<file path="config.mk">
export PLATFORM = sky130hd
export DESIGN_NAME = burst_addr_seq
export DESIGN_NICKNAME = d
export VERILOG_FILES = /design/src/rtl/burst_addr_pkg.sv /design/src/rtl/burst_beat_ctr.sv /design/src/rtl/burst_low_map.sv /design/src/rtl/burst_addr_seq.sv
export SDC_FILE = /design/constraint.sdc
export NUM_CORES = 1
export LEC_CHECK = 0
export CAP_MARGIN = 20
export CORE_MARGIN = 2
export CORE_UTILIZATION = 44
export DETAILED_ROUTE_END_ITERATION = 8
export GPL_TIMING_DRIVEN = 0
export PLACE_DENSITY = 0.83
export SYNTH_ARGS = -nofsm -noshare
export SYNTH_HDL_FRONTEND = slang
export SYNTH_HIERARCHICAL = 1
export SYNTH_SLANG_ARGS = --single-unit
</file>
<file path="constraint.sdc">
create_clock -name clk -period 3.5 [get_ports clk]
set_input_delay 0.7 -clock clk [delete_from_list [all_inputs] [get_ports clk]]
set_output_delay 0.7 -clock clk [all_outputs]
set_load 0.02 [all_outputs]
</file>
<file path="src/rtl/burst_addr_pkg.sv">
package burst_addr_pkg;
  typedef enum logic {
    ORD_LINEAR = 1'b0,
    ORD_XOR    = 1'b1
  } burst_order_e;
endpackage

</file>
<file path="src/rtl/burst_beat_ctr.sv">
module burst_beat_ctr #(
  parameter int BEAT_W = 2
) (
  input  logic              clk,
  input  logic              rst,
  input  logic              en,
  input  logic              clr,
  output logic [BEAT_W-1:0] beat_q,
  output logic [BEAT_W-1:0] beat_nxt
);
  localparam logic [BEAT_W-1:0] LAST = {BEAT_W{1'b1}};

  assign beat_nxt = clr ? '0 : beat_q + 1'b1;

  always_ff @(posedge clk) begin
    if (rst)     beat_q <= '0;
    else if (en) beat_q <= beat_nxt;
  end


  beat_wrap_chk: assert property (@(posedge clk) disable iff (rst)
    (en && !clr && beat_q == LAST) |=> (beat_q == '0));
endmodule

</file>
<file path="src/rtl/burst_low_map.sv">
module burst_low_map
  import burst_addr_pkg::*;
#(
  parameter int BEAT_W = 2
) (
  input  burst_order_e      order,
  input  logic [BEAT_W-1:0] start_low,
  input  logic [BEAT_W-1:0] beat,
  output logic [BEAT_W-1:0] low_out
);
  logic [BEAT_W-1:0] lin_low;
  logic [BEAT_W-1:0] xor_low;

  genvar g;
  generate
    for (g = 0; g < BEAT_W; g++) begin : g_xor_bit
      assign xor_low[g] = start_low[g] ^ beat[g];
    end
  endgenerate

  assign lin_low = start_low + beat;

  always_comb begin
    case (order)
      ORD_XOR: low_out = xor_low;
      default: low_out = lin_low;
    endcase
  end
endmodule

</file>
<file path="src/rtl/burst_addr_seq.sv">
module burst_addr_seq
  import burst_addr_pkg::*;
#(
  parameter int ADDR_W    = 20,
  parameter int BURST_LEN = 4
) (
  input  logic                        clk,
  input  logic                        rst,
  input  logic                        hold,
  input  logic                        adv,
  input  logic                        ilv_mode,
  input  logic [ADDR_W-1:0]           ext_addr,
  output logic [ADDR_W-1:0]           acc_addr,
  output logic [$clog2(BURST_LEN)-1:0] beat_idx
);
  localparam int BEAT_W = $clog2(BURST_LEN);
  localparam int HI_W   = ADDR_W - BEAT_W;

  logic              step_en;
  logic              load;
  logic [BEAT_W-1:0] start_q;
  logic [BEAT_W-1:0] low_q;
  logic [BEAT_W-1:0] low_nxt;
  logic [BEAT_W-1:0] beat_nxt;
  logic [HI_W-1:0]   hi_q;
  burst_order_e      order;

  assign step_en = !hold;
  assign load    = !adv;
  assign order   = burst_order_e'(ilv_mode);

  burst_beat_ctr #(.BEAT_W(BEAT_W)) u_ctr (
    .clk      (clk),
    .rst      (rst),
    .en       (step_en),
    .clr      (load),
    .beat_q   (beat_idx),
    .beat_nxt (beat_nxt)
  );

  burst_low_map #(.BEAT_W(BEAT_W)) u_map (
    .order     (order),
    .start_low (start_q),
    .beat      (beat_nxt),
    .low_out   (low_nxt)
  );

  always_ff @(posedge clk) begin
    if (rst) begin
      start_q <= '0;
      low_q   <= '0;
      hi_q    <= '0;
    end else if (step_en) begin
      if (load) begin
        start_q <= ext_addr[BEAT_W-1:0];
        low_q   <= ext_addr[BEAT_W-1:0];
        hi_q    <= ext_addr[ADDR_W-1:BEAT_W];
      end else begin
        low_q   <= low_nxt;
      end
    end
  end

  assign acc_addr = {hi_q, low_q};


  stall_hold_chk: assert property (@(posedge clk) disable iff (rst)
    hold |=> ($stable(acc_addr) && $stable(beat_idx)));


  load_take_chk: assert property (@(posedge clk) disable iff (rst)
    (!hold && !adv) |=> (acc_addr == $past(ext_addr) && beat_idx == '0));


  upper_fixed_chk: assert property (@(posedge clk) disable iff (rst)
    (!hold && adv) |=> (acc_addr[ADDR_W-1:BEAT_W] == $past(acc_addr[ADDR_W-1:BEAT_W])));


  linear_step_chk: assert property (@(posedge clk) disable iff (rst)
    (!hold && adv && !ilv_mode) |=>
      (acc_addr[BEAT_W-1:0] == BEAT_W'($past(acc_addr[BEAT_W-1:0]) + 1'b1)));


  beat_step_chk: assert property (@(posedge clk) disable iff (rst)
    (!hold && adv) |=> (beat_idx == BEAT_W'($past(beat_idx) + 1'b1)));
endmodule

</file>
; Yosys cells after proc, flatten, opt, wreduce, memory -nomap -nowiden
; Index checks and enable logic that the tools add are counted.
; Widths: inputs -> output; s select.
[totals]
ff_bits = 24
inputBits = 25
output_inout_bits = 22
elab_cells = 14
[classes]
add_sub_neg = 2
n_mux = 3
n_bitwise = 4
n_reduce_logical = 1
[ops]
columns = op, count
row1 = $mux 2, 3
row2 = $add 2x1->2 const B, 1
row3 = $add 2x2->2, 1
row4 = $not 1->1, 2
row5 = $reduce_and 2->1, 1
row6 = $xor 1x1->1, 2

; Longest topological paths before layout
[logic_depth]
ltp_word = 5
ltp_mapped = 8
depth_no_buf = 7

; Cells and area by module
; Netlist, hierarchy kept.
[by_module_without_submodules]
columns = mod, instances, cells_each, area_each_um2, seq_area_each_um2
row1 = burst_addr_seq, 1, 100, 930.9, 440.4
row2 = burst_beat_ctr, 1, 12, 112.6, 40.0
row3 = burst_low_map, 1, 4, 36.3, 0.0

; Worst setup path after synthesis
; Ideal clock, no wire load.
[synth_path]
kind = input to register
start = input port adv
end = register low_q[1]
setup_ps = 86
t_arrival_ps = 1836
required_time_ps = 3414
path_slack_ps = 1579
cell_stages = 8
n_path_buf = 1
path_cell_list = clkbuf_1 inv_1 nor2_1 ha_1 nor2b_1 xnor2_1 mux2i_1 a211oi_1
[synth_between]
elab_chain_len = 4
elab_cells_between_ends = 5
classes_between = add/sub: 1 / mux: 3 / bitwise: 1
[synth_rtl]
columns = item, line
row1 = from (decl), burst_addr_seq.sv:10  ; input logic adv,
row2 = $mux 2, burst_beat_ctr.sv:13  ; assign beat_nxt = clr ? '0 : beat_q + 1'b1;
row3 = via beat_nxt[0], burst_addr_seq.sv:24  ; logic [BEAT_W-1:0] beat_nxt;
row4 = $add 2x2->2, burst_low_map.sv:21  ; assign lin_low = start_low + beat;
row5 = $mux 2, burst_low_map.sv:24  ; case (order)
row6 = via low_nxt[1], burst_addr_seq.sv:23  ; logic [BEAT_W-1:0] low_nxt;
row7 = $mux 2, burst_addr_seq.sv:54  ; if (load) begin
row8 = to (signal assigned), burst_addr_seq.sv:56  ; low_q <= ext_addr[BEAT_W-1:0];
row9 = to (signal assigned), burst_addr_seq.sv:59  ; low_q <= low_nxt;
row10 = to (decl), burst_addr_seq.sv:22  ; logic [BEAT_W-1:0] low_q;
; The timed path passes the listed nets, and every way through them passes these cells.
; A chain may end at the register's enable or synchronous reset.

; Final worst setup path
; Ends and elaborated chain as after synthesis.

==> summary.log <==
[outcome] run status finished clean
[detailed_routing] per-cell via count in the routed design 5.39
[logic_synthesis] synthesized instance count 116
[pwr] LEAKAGE 0.000574 uW
[floorplanning] core region area 2280 um2
[worst_setup_path] top fanout value on the critical path 10
[final_layout] Filler Cells Inserted 193
[final_layout] area occupied by multi-input gates 532 um2
[detailed_routing] count of unresolved DRC violations after routing 0
[floorplanning] Die W 53.5 um
[global_routing] number of global-route vias before repair 1002
[clocking] TritonCTS clock tree yes
[worst_setup_path] r2r startpoint u_ctr/beat_q[0]
[min_path] type of the worst min-delay path reg -> reg
[placement] weighted congestion reported at the end of routability-driven placement 0.692
[global_routing] maximum number of pins on one net before global-route repair 14
[pwr] Pwr Density 348 nW/um2
[global_routing] number of antenna violations at the first check in global routing 0
[logic_synthesis] Synthesis Warnings 6
[logic_synthesis] post-synthesis average cell area 9.31 um2
[logic_synthesis] number of distinct library cells after synthesis 21
[logic_synthesis] main area contributors after synthesis sky130_fd_sc_hd__dfxtp_1, sky130_fd_sc_hd__or3b_1, sky130_fd_sc_hd__a21oi_1
[final_layout] flip-flop and latch area 480 um2
[clocking] buffer depth of the longest clock path 2
[timing] count of final max-slew check failures 0
[detailed_routing] DRC violation total after the first TritonRoute iteration 20
[final_layout] share of layout cells above drive strength 1 6.63%
[floorplanning] effective utilization at floorplan 47.4%
[min_path] endpoint of the worst hold path hi_q[17]
[final_layout] most frequent cells in the layout sky130_fd_sc_hd__clkdlybuf4s50_1, sky130_fd_sc_hd__dfxtp_1, sky130_fd_sc_hd__or3b_1, sky130_fd_sc_hd__a21oi_1, sky130_fd_sc_hd__o21ai_0
[min_path] Min-Delay Startpoint hi_q[17]
[final_layout] Final Net Count 193
[clocking] number of cells upsized or downsized after cts 0
[final_layout] Final Core Density 70.8%
[logic_synthesis] top-area cell type share of the netlist area 44.5%
[worst_setup_path] critical path data required time 3.74 ns
[clocking] CTS hold repair buffers 0
[global_routing] first-pass GRT wire length 4530 um
[final_layout] area overhead of the layout relative to synthesis 49.2%
[clocking] clk sinks 24
[worst_setup_path] CP Data Arrival Time 2.74 ns
[detailed_routing] detailed-route wire length per cell 14.4 um
[global_routing] remaining global-route overflow 0
[worst_setup_path] Worst Reg2Reg Path Length in Cells 6
[timing] slew margin rel. 68.9%
[pwr] largest voltage drop on the vdd net 0.000234 V
[final_layout] Antenna Diode Count 0
[final_layout] most common library cell in the layout ignoring fill and taps sky130_fd_sc_hd__clkdlybuf4s50_1
[worst_setup_path] startpoint kind of the worst setup timing path input pin
[flow_run] max-capacitance violation count 0
[clocking] number of buffers inserted during clock tree synthesis 3
[detailed_routing] total routed wirelength 2790 um
[worst_setup_path] start-to-end type of the worst setup path in -> reg
[timing] Sum Neg Setup Slack 0 ns
[placement] post-placement setup slack 0.648 ns
[logic_synthesis] area leader, netlist sky130_fd_sc_hd__dfxtp_1
[logic_synthesis] combined area of all synthesized cells 1080 um2
[worst_setup_path] slack of the worst reg-to-reg path 2.05 ns
[clocking] CTS clk-pin slew, worst paths 0.13 ns
[timing] setup repair after global routing missed its margin no
[placement] half-perimeter wire length after placement 2110 um
[min_path] number of cells traversed by the worst hold path 2
[logic_synthesis] sequential cell area fraction in the yosys report 44.5%
[clocking] root buffer cell sky130_fd_sc_hd__clkbuf_4
[worst_setup_path] kind of capture point of the worst setup path register
[floorplanning] Chip Height 53.5 um
[detailed_routing] overall via count from detail_route 1046
[logic_synthesis] Synth Net Count 142
[detailed_routing] iteration count of the initial detailed-routing pass 4
[floorplanning] die area 2870 um2
[timing] worst-case clock skew 0.000465 ns
[clocking] Worst-Skew Late Latency 0.32 ns
[timing] time the final worst path needs with I/O delays and setup 2.50 ns
[clocking] number of setup buffers added after CTS 0
[clocking] Max H-tree Level 1
[timing] fmax 0.400 GHz
[placement] I/O Buffers 46
[worst_setup_path] R2R Path End low_q[1]
[timing] setup-violating endpoint count in the final report 0
[detailed_routing] ANT nets after route 0
[timing] endpoints failing hold 0
[global_routing] Total Routing Usage GR 21.2%
[floorplanning] Core Rows 17
[logic_synthesis] synthesis-stage register bit count 24
[timing] Slew @ Worst Pin 0.467 ns
[timing] smallest setup slack after layout 1.00 ns
[floorplanning] number of I/O pins 47
[timing] final cycle utilization of the critical path 71.4%
==> registers in the layout, indices dropped and copies added, names as in the netlist <==
| register | flops |
|---|---|
| low_q | 2 |
| start_q | 2 |
| u_ctr/beat_q | 2 |
| hi_q | 18 |
==> power by group <==
part / internal [uW] / switching (uW) / leakage (uW)
clock network: 63.6 / 83.3 / 0.0000210
registers: 286 / 7.34 / 0.000196
logic: 65.9 / 54.9 / 0.000357
==> worst max-delay path by stage <==
stage	start	to	slack, ns	depth (start not counted)
final	adv	low_q[1]	1.00	9
after global routing	adv	low_q[1]	0.80	9
after CTS	adv	low_q[1]	0.99	9
after detailed placement	adv	low_q[1]	0.65	9
after global placement	adv	low_q[1]	0.78	9
after floorplan	adv	low_q[1]	1.58	8
==> routing by layer <==
layer | track usage (%) | wire, um | share of wire (%) | up-vias
met2 | 37.2 | 1390 | 50 | 48
met3 | 1.94 | 171 | 6.1 | 3
met4 | 3.85 | 23 | 0.82 | 0
met1 | 28.5 | 1210 | 43 | 470
li1 | - | - | - | 525
met5 | 0 | 0 | 0 | -
==> worst max-delay path, cell delays in order <==
cell,delay (ns)
sky130_fd_sc_hd__clkdlybuf4s50_1,0.57
sky130_fd_sc_hd__clkbuf_1,0.41
sky130_fd_sc_hd__inv_1,0.18
sky130_fd_sc_hd__nor2_1,0.13
sky130_fd_sc_hd__ha_1,0.14
sky130_fd_sc_hd__nor2b_1,0.15
sky130_fd_sc_hd__xnor2_1,0.13
sky130_fd_sc_hd__mux2i_1,0.09
sky130_fd_sc_hd__a211oi_1,0.23
==> cell type report <==
cell class,count,area share [%]
multi-input cells,80,33.0
flip-flops and latches,24,29.8
repair buffers,46,28.6
plain buffers,10,3.73
clock buffers,4,2.25
well taps,28,2.17
inverters,2,0.466
==> metrics by stage <==
step / hold WS (ns) / cell area, um2 / instances / total power, uW
final: 0.483 / 1610 / 194 / 561
after global routing: 0.513 / 1610 / 194 / 581
after floorplan: 0.463 / 1080 / 116 / 357
after global placement: 0.464 / 1580 / 190 / 416
after CTS: 0.485 / 1610 / 194 / 563
after detailed placement: 0.467 / 1580 / 190 / 421
==> Yosys cell counts, drive strengths merged <==
cell type and number:
a211oi 2, a21oi 21, buf 5, clkbuf 5
dfxtp 24, ha 1, inv 2, mux2i 2
nand4bb 1, nor2 2, nor2b 4, o21ai 21
o2bb2ai 1, or2b 1, or3b 21, xnor2 3
==> logic make-up after synthesis <==
logic type | share of synthesized area, %
mux | 1.85
flops | 44.5
fa+ha+maj | 1.16
compound gates | 22.0
xor+xnor | 2.43
buf+inv | 6.26
simple gates | 21.8
Note: power is estimated with default switching activity, not from simulation.
